==> config.mk <==
export PLATFORM = sky130hd
export DESIGN_NAME = win_watchdog
export DESIGN_NICKNAME = d
export VERILOG_FILES = /design/src/rtl/wwd_pkg.sv /design/src/rtl/wwd_keyfsm.sv /design/src/rtl/wwd_counter.sv /design/src/rtl/wwd_regs.sv /design/src/rtl/win_watchdog.sv
export SDC_FILE = /design/constraint.sdc
export NUM_CORES = 1
export LEC_CHECK = 0
export ABC_AREA = 1
export BUFFER_PORTS_ARGS = -buffer_cell sky130_fd_sc_hd__buf_2
export CAP_MARGIN = 10
export CORE_AREA = 2 2 123 65
export CTS_BUF_LIST = sky130_fd_sc_hd__clkbuf_16
export CTS_CLUSTER_DIAMETER = 200
export CTS_CLUSTER_SIZE = 20
export DETAILED_ROUTE_END_ITERATION = 6
export DIE_AREA = 0 0 125 67
export GPL_ROUTABILITY_DRIVEN = 1
export PLACE_DENSITY = 0.91
export SETUP_SLACK_MARGIN = 0.3
export SLEW_MARGIN = 20
export SYNTH_ARGS = -nofsm -noshare
export SYNTH_HDL_FRONTEND = slang
export SYNTH_SLANG_ARGS = --single-unit
export TNS_END_PERCENT = 10
==> constraint.sdc <==
create_clock -name clk -period 4.1 [get_ports clk]
set_clock_uncertainty 0.1 [all_clocks]
set_input_delay 0.615 -clock clk [delete_from_list [all_inputs] [get_ports clk]]
set_output_delay 0.615 -clock clk [all_outputs]
set_load 0.02 [all_outputs]
==> src/rtl/wwd_pkg.sv <==
package wwd_pkg;

  localparam logic [31:0] ARM_WORD  = 32'hA98559DA;
  localparam logic [31:0] KEY_OPEN  = 32'h0000E51A;
  localparam logic [31:0] KEY_CLOSE = 32'h0000A35C;
  localparam logic [31:0] REACT_NMI = 32'h0000000A;

  localparam logic [7:0] OFF_CTRL  = 8'h00;
  localparam logic [7:0] OFF_PRE   = 8'h04;
  localparam logic [7:0] OFF_STAT  = 8'h08;
  localparam logic [7:0] OFF_KEY   = 8'h0C;
  localparam logic [7:0] OFF_CNT   = 8'h10;
  localparam logic [7:0] OFF_REACT = 8'h14;
  localparam logic [7:0] OFF_WIN   = 8'h18;

  typedef enum logic {SEQ_ACTIVE, SEQ_SERVICE} seq_e;

  // Window code to right-shift amount; unknown codes fall back to half.
  function automatic logic [2:0] win_decode(input logic [31:0] code);
    case (code)
      32'h0000_0050: win_decode = 3'd1;
      32'h0000_0500: win_decode = 3'd2;
      32'h0000_5000: win_decode = 3'd3;
      32'h0005_0000: win_decode = 3'd4;
      32'h0050_0000: win_decode = 3'd5;
      default:       win_decode = 3'd1;
    endcase
  endfunction

  // Canonical code for a shift amount: nibble 5 placed at position k.
  function automatic logic [31:0] win_encode(input logic [2:0] k);
    win_encode = 32'h5 << (4 * k);
  endfunction

endpackage

==> src/rtl/wwd_keyfsm.sv <==
module wwd_keyfsm
  import wwd_pkg::*;
(
  input  logic        clk,
  input  logic        rst_n,
  input  logic        armed,
  input  logic        key_wr,
  input  logic [31:0] key_val,
  output logic        svc_done
);

  seq_e seq_q;

  always_ff @(posedge clk or negedge rst_n) begin
    if (!rst_n) begin
      seq_q <= SEQ_ACTIVE;
    end else if (!armed) begin
      seq_q <= SEQ_ACTIVE;
    end else if (key_wr) begin
      seq_q <= (key_val == KEY_OPEN) ? SEQ_SERVICE : SEQ_ACTIVE;
    end
  end

  assign svc_done = armed && key_wr && (key_val == KEY_CLOSE) &&
                    (seq_q == SEQ_SERVICE);

endmodule

==> src/rtl/wwd_counter.sv <==
module wwd_counter #(
  parameter int PRE_W     = 12,
  parameter int PRE_SHIFT = 13
) (
  input  logic                         clk,
  input  logic                         rst_n,
  input  logic                         arm_req,
  input  logic [PRE_W-1:0]             pre_q,
  input  logic [2:0]                   win_k,
  input  logic                         svc_done,
  output logic                         armed,
  output logic [PRE_W+PRE_SHIFT-1:0]   cnt,
  output logic                         win_open,
  output logic                         viol
);

  localparam int CNT_W = PRE_W + PRE_SHIFT;

  function automatic logic [CNT_W-1:0] load_value(input logic [PRE_W-1:0] p);
    load_value = {p, {PRE_SHIFT{1'b0}}};
  endfunction

  function automatic logic [CNT_W-1:0] win_threshold(input logic [CNT_W-1:0] r,
                                                     input logic [2:0] k);
    win_threshold = r >> k;
  endfunction

  logic [CNT_W-1:0] reload;
  logic [CNT_W-1:0] thresh;
  logic             expire;

  assign reload   = load_value(pre_q);
  assign thresh   = win_threshold(reload, win_k);
  assign win_open = (cnt <= thresh);
  assign expire   = armed && !svc_done && (cnt == '0);
  assign viol     = expire || (svc_done && !win_open);

  always_ff @(posedge clk or negedge rst_n) begin
    if (!rst_n) begin
      armed <= 1'b0;
      cnt   <= '0;
    end else if (!armed) begin
      if (arm_req) begin
        armed <= 1'b1;
        cnt   <= reload;
      end
    end else if (svc_done || cnt == '0) begin
      cnt <= reload;
    end else begin
      cnt <= cnt - 1'b1;
    end
  end

endmodule

==> src/rtl/wwd_regs.sv <==
module wwd_regs
  import wwd_pkg::*;
#(
  parameter int PRE_W  = 12,
  parameter int CNT_W  = 25,
  parameter int ADDR_W = 5
) (
  input  logic              clk,
  input  logic              rst_n,
  input  logic              bus_wr,
  input  logic [ADDR_W-1:0] bus_addr,
  input  logic [31:0]       bus_wdata,
  input  logic              armed,
  input  logic              viol,
  input  logic [CNT_W-1:0]  cnt,
  output logic [PRE_W-1:0]  pre_q,
  output logic [2:0]        win_k,
  output logic              nmi_sel,
  output logic              stat_q,
  output logic              arm_req,
  output logic [31:0]       bus_rdata
);

  logic hit_ctrl, hit_pre, hit_stat, hit_react, hit_win;

  assign hit_ctrl  = bus_wr && (bus_addr == ADDR_W'(OFF_CTRL));
  assign hit_pre   = bus_wr && (bus_addr == ADDR_W'(OFF_PRE));
  assign hit_stat  = bus_wr && (bus_addr == ADDR_W'(OFF_STAT));
  assign hit_react = bus_wr && (bus_addr == ADDR_W'(OFF_REACT));
  assign hit_win   = bus_wr && (bus_addr == ADDR_W'(OFF_WIN));

  assign arm_req = hit_ctrl && !armed && (bus_wdata == ARM_WORD);

  always_ff @(posedge clk or negedge rst_n) begin
    if (!rst_n) begin
      pre_q   <= '0;
      win_k   <= 3'd1;
      nmi_sel <= 1'b0;
    end else if (!armed) begin
      if (hit_pre)   pre_q   <= bus_wdata[PRE_W-1:0];
      if (hit_win)   win_k   <= win_decode(bus_wdata);
      if (hit_react) nmi_sel <= (bus_wdata == REACT_NMI);
    end
  end

  always_ff @(posedge clk or negedge rst_n) begin
    if (!rst_n) begin
      stat_q <= 1'b0;
    end else if (viol) begin
      stat_q <= 1'b1;
    end else if (hit_stat && bus_wdata[1]) begin
      stat_q <= 1'b0;
    end
  end

  always_comb begin
    bus_rdata = '0;
    case (bus_addr)
      ADDR_W'(OFF_CTRL):  bus_rdata = armed ? ARM_WORD : '0;
      ADDR_W'(OFF_PRE):   bus_rdata = 32'(pre_q);
      ADDR_W'(OFF_STAT):  bus_rdata = {30'b0, stat_q, 1'b0};
      ADDR_W'(OFF_CNT):   bus_rdata = 32'(cnt);
      ADDR_W'(OFF_REACT): bus_rdata = nmi_sel ? REACT_NMI : '0;
      ADDR_W'(OFF_WIN):   bus_rdata = win_encode(win_k);
      default:            bus_rdata = '0;
    endcase
  end

endmodule

==> src/rtl/win_watchdog.sv <==
module win_watchdog
  import wwd_pkg::*;
#(
  parameter int PRE_W     = 12,
  parameter int PRE_SHIFT = 13,
  parameter int ADDR_W    = 5
) (
  input  logic              clk,
  input  logic              rst_n,
  input  logic              bus_wr,
  input  logic [ADDR_W-1:0] bus_addr,
  input  logic [31:0]       bus_wdata,
  output logic [31:0]       bus_rdata,
  output logic              nmi_o,
  output logic              rst_o
);

  localparam int CNT_W = PRE_W + PRE_SHIFT;

  logic             armed;
  logic [CNT_W-1:0] cnt;
  logic             win_open;
  logic             viol;
  logic             svc_done;
  logic             key_wr;
  logic [PRE_W-1:0] pre_q;
  logic [2:0]       win_k;
  logic             nmi_sel;
  logic             stat_q;
  logic             arm_req;

  assign key_wr = bus_wr && (bus_addr == ADDR_W'(OFF_KEY));

  wwd_regs #(.PRE_W(PRE_W), .CNT_W(CNT_W), .ADDR_W(ADDR_W)) u_regs (
    .clk(clk), .rst_n(rst_n), .bus_wr(bus_wr), .bus_addr(bus_addr),
    .bus_wdata(bus_wdata), .armed(armed), .viol(viol), .cnt(cnt),
    .pre_q(pre_q), .win_k(win_k), .nmi_sel(nmi_sel), .stat_q(stat_q),
    .arm_req(arm_req), .bus_rdata(bus_rdata)
  );

  wwd_keyfsm u_keyfsm (
    .clk(clk), .rst_n(rst_n), .armed(armed), .key_wr(key_wr),
    .key_val(bus_wdata), .svc_done(svc_done)
  );

  wwd_counter #(.PRE_W(PRE_W), .PRE_SHIFT(PRE_SHIFT)) u_counter (
    .clk(clk), .rst_n(rst_n), .arm_req(arm_req), .pre_q(pre_q),
    .win_k(win_k), .svc_done(svc_done), .armed(armed), .cnt(cnt),
    .win_open(win_open), .viol(viol)
  );

  always_ff @(posedge clk or negedge rst_n) begin
    if (!rst_n) begin
      nmi_o <= 1'b0;
      rst_o <= 1'b0;
    end else begin
      nmi_o <= viol && nmi_sel;
      rst_o <= viol && !nmi_sel;
    end
  end

endmodule

* Word level (Yosys, flattened, before mapping)
Cells that the tools add are included.
Word-level totals: memories 0, input port bits 40, bits in latches 0, memory bits (read-only) 0, bits in registers 46, logic and storage cells 73, memory bits (writable) 0, output and inout bits 34
Operators by class: add/subtract/negate cells 1, reductions and logical operators 30, $mul 0, div/mod/pow operators 0, shifts and indexed selects 2, eq/ne operators 15, order comparisons 1, multiplexer cells 14, bitwise operators 1
Operators by type and width (number):
- case mux 32 bit (6 select lines) | 1
- 2-to-1 mux 25 bit | 3
- equality test 32 x 16 -> 1 bit, second input constant | 2
- equality test 32 x 11 -> 1 bit, second input constant | 1
- equality test 32 x 15 -> 1 bit, second input constant | 1
- equality test 32 x 19 -> 1 bit, second input constant | 1
- equality test 32 x 23 -> 1 bit, second input constant | 1
- equality test 32 bit, second input constant | 1
- equality test 32 x 4 -> 1 bit, second input constant | 1
- 2-to-1 mux 32 bit | 1
- left shift 3 x 5 -> 32 bit, first input constant | 1
- less-or-equal comparator 25 bit | 1
- zero test 25 bit | 1
- >> shifter 25 x 3 -> 25 bit | 1
- subtractor 25 x 1 -> 25 bit, second input constant | 1
- logical AND 1 bit | 17
- equality test 5 bit, second input constant | 3
- case mux 3 bit (4 select lines) | 1
- equality test 5 x 4 -> 1 bit, second input constant | 2
- 2-to-1 mux 1 bit | 7
- AND reduction 2 bit | 3
- equality test 5 x 3 -> 1 bit, second input constant | 1
- zero test 5 bit | 1
- zero test 1 bit | 4
- other kinds (5) | 7

* Depth between registers and ports, before layout
depth in word-level cells 10, gate-level depth with buffers 20, depth with buffers taken out 18

* By module
A second synthesis with hierarchy kept.
Unflattened totals: cells, all modules 795, area total of the unflattened synthesis 4794.6 sq um
Modules (own cells, without submodules):
- wwd_counter | area an instance 2865.2 sq um, times used 1, cells each 450, sequential area each 650.6 sq um
- wwd_regs | area an instance 1571.5 sq um, times used 1, cells each 274, sequential area each 426.7 sq um
- wwd_keyfsm | area an instance 264.0 sq um, times used 1, cells each 58, sequential area each 25.0 sq um
- win_watchdog | area an instance 93.8 sq um, times used 1, cells each 13, sequential area each 50.0 sq um

* Least setup slack after synthesis
Ideal clock, no wire load.
kind input-to-output, start point input bus_addr[1], end point output bus_rdata[30], data arrival time 1.802 ns, stages on the path 8, required time 3.385 ns, path buffers 1, slack 1.583 ns, cells stage by stage nor2_4 nand2_1 nor2_2 nand2_1 nor2_1 inv_1 nor2_1 buf_4
On the way: word-level cells in the longest chain between the ends 2, elaborated cells on any way between the ends 7, those cells by class eq/ne (5); mux (1); reduce/logical (1)
RTL lines:
- from (decl) | line win_watchdog.sv:11 | input logic [ADDR_W-1:0] bus_addr,
- equality test 5 bit (tied with other cells) | line wwd_regs.sv:58 | case (bus_addr)
- case mux 32 bit (6 select lines) (*) | line wwd_regs.sv:58
- to (decl) | line win_watchdog.sv:13 | output logic [31:0] bus_rdata,
Mark *: on every way between the ends. The rest lies on a longest branch, timed or not.

* Worst setup path after layout
start point input bus_addr[2], end point output bus_rdata[22]
The elaborated chain is that of the path after synthesis.

==> results.py <==
metrics = {
    "worst_setup_path": {
        "path_common_cell": "buf_2",
        "ff2ff_setup_slack_ns": 1.10,
        "crit_type": "in2out",
        "worstReg2RegEnd": "rst_o$_DFF_PN0_",
        "path_cells": "buf_2, nor2_1, nand3_1, o21ai_0, buf_2",
        "cp_slowest_cell": "nand3_1",
        "end_kind": "primary output",
        "required_ns": 3.38,
        "r2r_start": "u_regs.win_k[1]$_DFFE_PN0P_",
        "worstPathArrival_ns": 2.41,
        "cp-startpoint": "bus_addr[2]",
        "critPathMaxStageDelay_ns": 0.72,
        "cp_max_fo": 25,
        "r2r_cells": 14,
        "cp-start-kind": "input port",
        "critPathCapture": "bus_rdata[22]",
    },
    "floorplan": {
        "die_y_um": 67,
        "start_util": 0.628,
        "ios": 74,
        "die-area_um2": 8380,
        "rows": 22,
        "die_w_um": 125,
        "core_area_um2": 7210,
    },
    "sta": {
        "slew_headroom": 0.327,
        "worstMarginPinSlew_ns": 1.01,
        "rsz0062_at_grt": "false",
        "slew_viol_final": 0,
        "setup_tns_ns": 0,
        "fmax_ghz": 0.320,
        "hold_viol_final": 0,
        "finalSetupViolCount": 0,
        "fin_crit_ns": 3.13,
        "fin_crit_sh": 0.763,
    },
    "grt": {
        "antenna_found_initial": 0,
        "grt_use_met2": 0.577,
        "grt.overflow.total": 0,
        "busiest_layer": "met2",
        "grt_pass1_wl_um": 23600,
        "grt.met1_usage": 0.509,
        "grt_pass1_vias": 4625,
        "grt_start_max_net_pins": 47,
        "grt_use_total": 0.365,
        "gr-usage-met3": 0.0739,
    },
    "clock_network": {
        "postCtsHoldBufs": 0,
        "clkSinkCount": 46,
        "cts_root_buf": "clkbuf_16",
        "clock_latency_ns": 0.29,
        "h-tree-depth": 2,
        "cts_tree": "yes",
        "postCtsSetupBuffers": 0,
        "cts_buffers": 5,
        "post_cts_resized": 0,
        "clkTransAtPathRegs_ns": 0.06,
        "clockBufferDepth": 2,
    },
    "flow_run": {
        "max_cap_viol_count": 0,
    },
    "pwr": {
        "clkPwrFrac": 0.425,
        "total_power_mw": 0.977,
        "p_per_area_nw_per_um2": 194,
        "comb_power_share": 0.106,
        "swShare": 0.264,
        "irDropWorstVdd_uv": 136,
        "internal_power_mw": 0.719,
        "p_switching_mw": 0.258,
        "p_leak_nw": 2.54,
        "seqPwrFrac": 0.469,
    },
    "run_status": {
        "outcome": "finished clean",
    },
    "drt": {
        "wl_um": 15100,
        "drc": 0,
        "vias_per_cell": 5.94,
        "wl_per_cell_um": 17.0,
        "final_antenna_net_count": 0,
        "first_pass_iters": 7,
        "first_iter_violations": 686,
        "vias": 5274,
    },
    "logic_synthesis": {
        "synth_xor_area_frac": 0.0193,
        "ys_seq_area_frac": 0.254,
        "synth_common_cells": "nand2_1 (212), nor2_1 (104), inv_1 (92), nand3_1 (58), dfrtp_1 (45)",
        "async_flop_share": 1.00,
        "synth_area_leaders": "dfrtp_1 (25%), nand2_1 (18%), nor2_1 (8.6%)",
        "synth_fa_ha_area_frac": 0.0580,
        "synth_top_family_by_area": "simple AND/OR/NAND/NOR gates",
        "synthesis.area_um2": 4530,
        "synth.top_cell.area_share": 0.249,
        "synthFlopType": "dfrtp_1",
        "synth_edf_count": 0,
        "synth_fp_nets": 795,
        "yosys_warnings": 0,
        "syn_inst": 734,
        "syn_avg_cell_area_um2": 6.17,
        "synth_compound_area_frac": 0.110,
        "synthSimpleGateAreaFrac": 0.445,
        "synth_top_cell_by_area": "dfrtp_1",
        "ys_seq_elements": 46,
        "synth_most_common_cell": "nand2_1",
        "synth_cell_types": 40,
        "synth_mux_area_frac": 0,
    },
    "min_path": {
        "hold_class": "in2async",
    },
    "finish": {
        "drive_gt1_frac": 0.152,
        "diodes": 0,
        "multi_input_area_um2": 2870,
        "area_growth_pct": 11.2,
        "post-route-util": 0.698,
        "num-nets-final": 852,
        "n_fill_cell": 662,
        "seqCellArea_um2": 1150,
        "fin_area_um2": 5040,
    },
    "place": {
        "place.gp.congestion": 1.12,
        "place_area_um2": 4880,
        "io_buffers": 72,
        "hpwl_um": 11800,
    },
}
-- registers in the layout, indices dropped and copies added (netlist names) --
name	cells
u_regs.stat_q	1
nmi_o	1
u_regs.nmi_sel	1
u_counter.cnt	25
u_regs.win_k	3
rst_o	1
u_keyfsm.seq_q	1
u_regs.pre_q	12
u_counter.armed	1
-- critical path: cells and delay by family --
family | cells | cell delay, ns
compound gates | 1 | 0.55
simple gates | 2 | 0.89
buf+inv | 2 | 0.35
-- power groups by stage --
stage	clock [mW]	sequential, mW	combinational (mW)
floorplan	0	0.466	0.0545
global placement	0	0.467	0.101
detailed placement	0	0.467	0.103
CTS	0.420	0.458	0.103
global route	0.436	0.458	0.117
finish	0.415	0.458	0.104
-- metal layers --
metal,part of all wire,vias to the layer above
li1,-,2488
met1,0.43,2389
met2,0.42,350
met3,0.13,47
met4,0.025,0
met5,0,-
-- cell type report --
type | count | share of cell area
clock inverter | 3 | 0.00472
multi-input combinational | 567 | 0.570
sequential | 46 | 0.229
timing repair buffer | 74 | 0.0750
inverter | 97 | 0.0725
tap | 96 | 0.0239
clock buffer | 5 | 0.0248
-- layout by cell type (no fill, tap or decap), types with 2 or more instances in the layout --
cell type   count
o21ai_0        39
xor2_1          9
nand2_4         2
clkbuf_16       5
o221ai_1        7
dfrtp_1        45
nand3_1        58
nor3_1          9
nor2_4          5
clkinvlp_4      2
a21o_1          2
nand2_1       212
nor2_2         11
nand3_2         4
or2_2           2
nand2_2         3
inv_2           4
inv_1          92
o211ai_1        2
buf_4           3
nor2_1        104
buf_2          71
o22ai_1        10
nand4_1        31
o2111ai_1       2
a21oi_1        13
o21ai_1        12
ha_1           21
-- cell families (layout without fill, tap and decap cells) --
group           count (synthesis)  count (layout)
simple gates                  447             447
compound gates                 88              88
buf+inv                       121             179
xor+xnor                       10              10
other cells                     1               1
flops                          46              46
fa+ha+maj                      21              21
-- how the worst min path moves through the flow --
stage	from	end	slack, ns	cells past startpoint
2_1_floorplan	rst_n	nmi_o$_DFF_PN0_	0.22	0
3_3_place_gp	u_regs.nmi_sel$_DFFE_PN0P_	rst_o$_DFF_PN0_	0.31	1
3_5_place_dp	u_regs.nmi_sel$_DFFE_PN0P_	rst_o$_DFF_PN0_	0.32	1
4_1_cts	u_regs.nmi_sel$_DFFE_PN0P_	rst_o$_DFF_PN0_	0.33	1
5_1_grt	rst_n	u_regs.pre_q[2]$_DFFE_PN0P_	0.28	1
6_report	rst_n	u_regs.nmi_sel$_DFFE_PN0P_	0.24	1
-- stage by stage --
step / hold WS, ns / instances / worst slack (ns)
after global placement: 0.307 / 880 / 1.10
after detailed placement: 0.321 / 880 / 1.05
after CTS: 0.330 / 888 / 1.06
final: 0.244 / 888 / 0.974
after floorplan: 0.219 / 734 / 1.58
after global routing: 0.281 / 888 / 0.872
No activity file was read; power rests on OpenSTA's default activity.
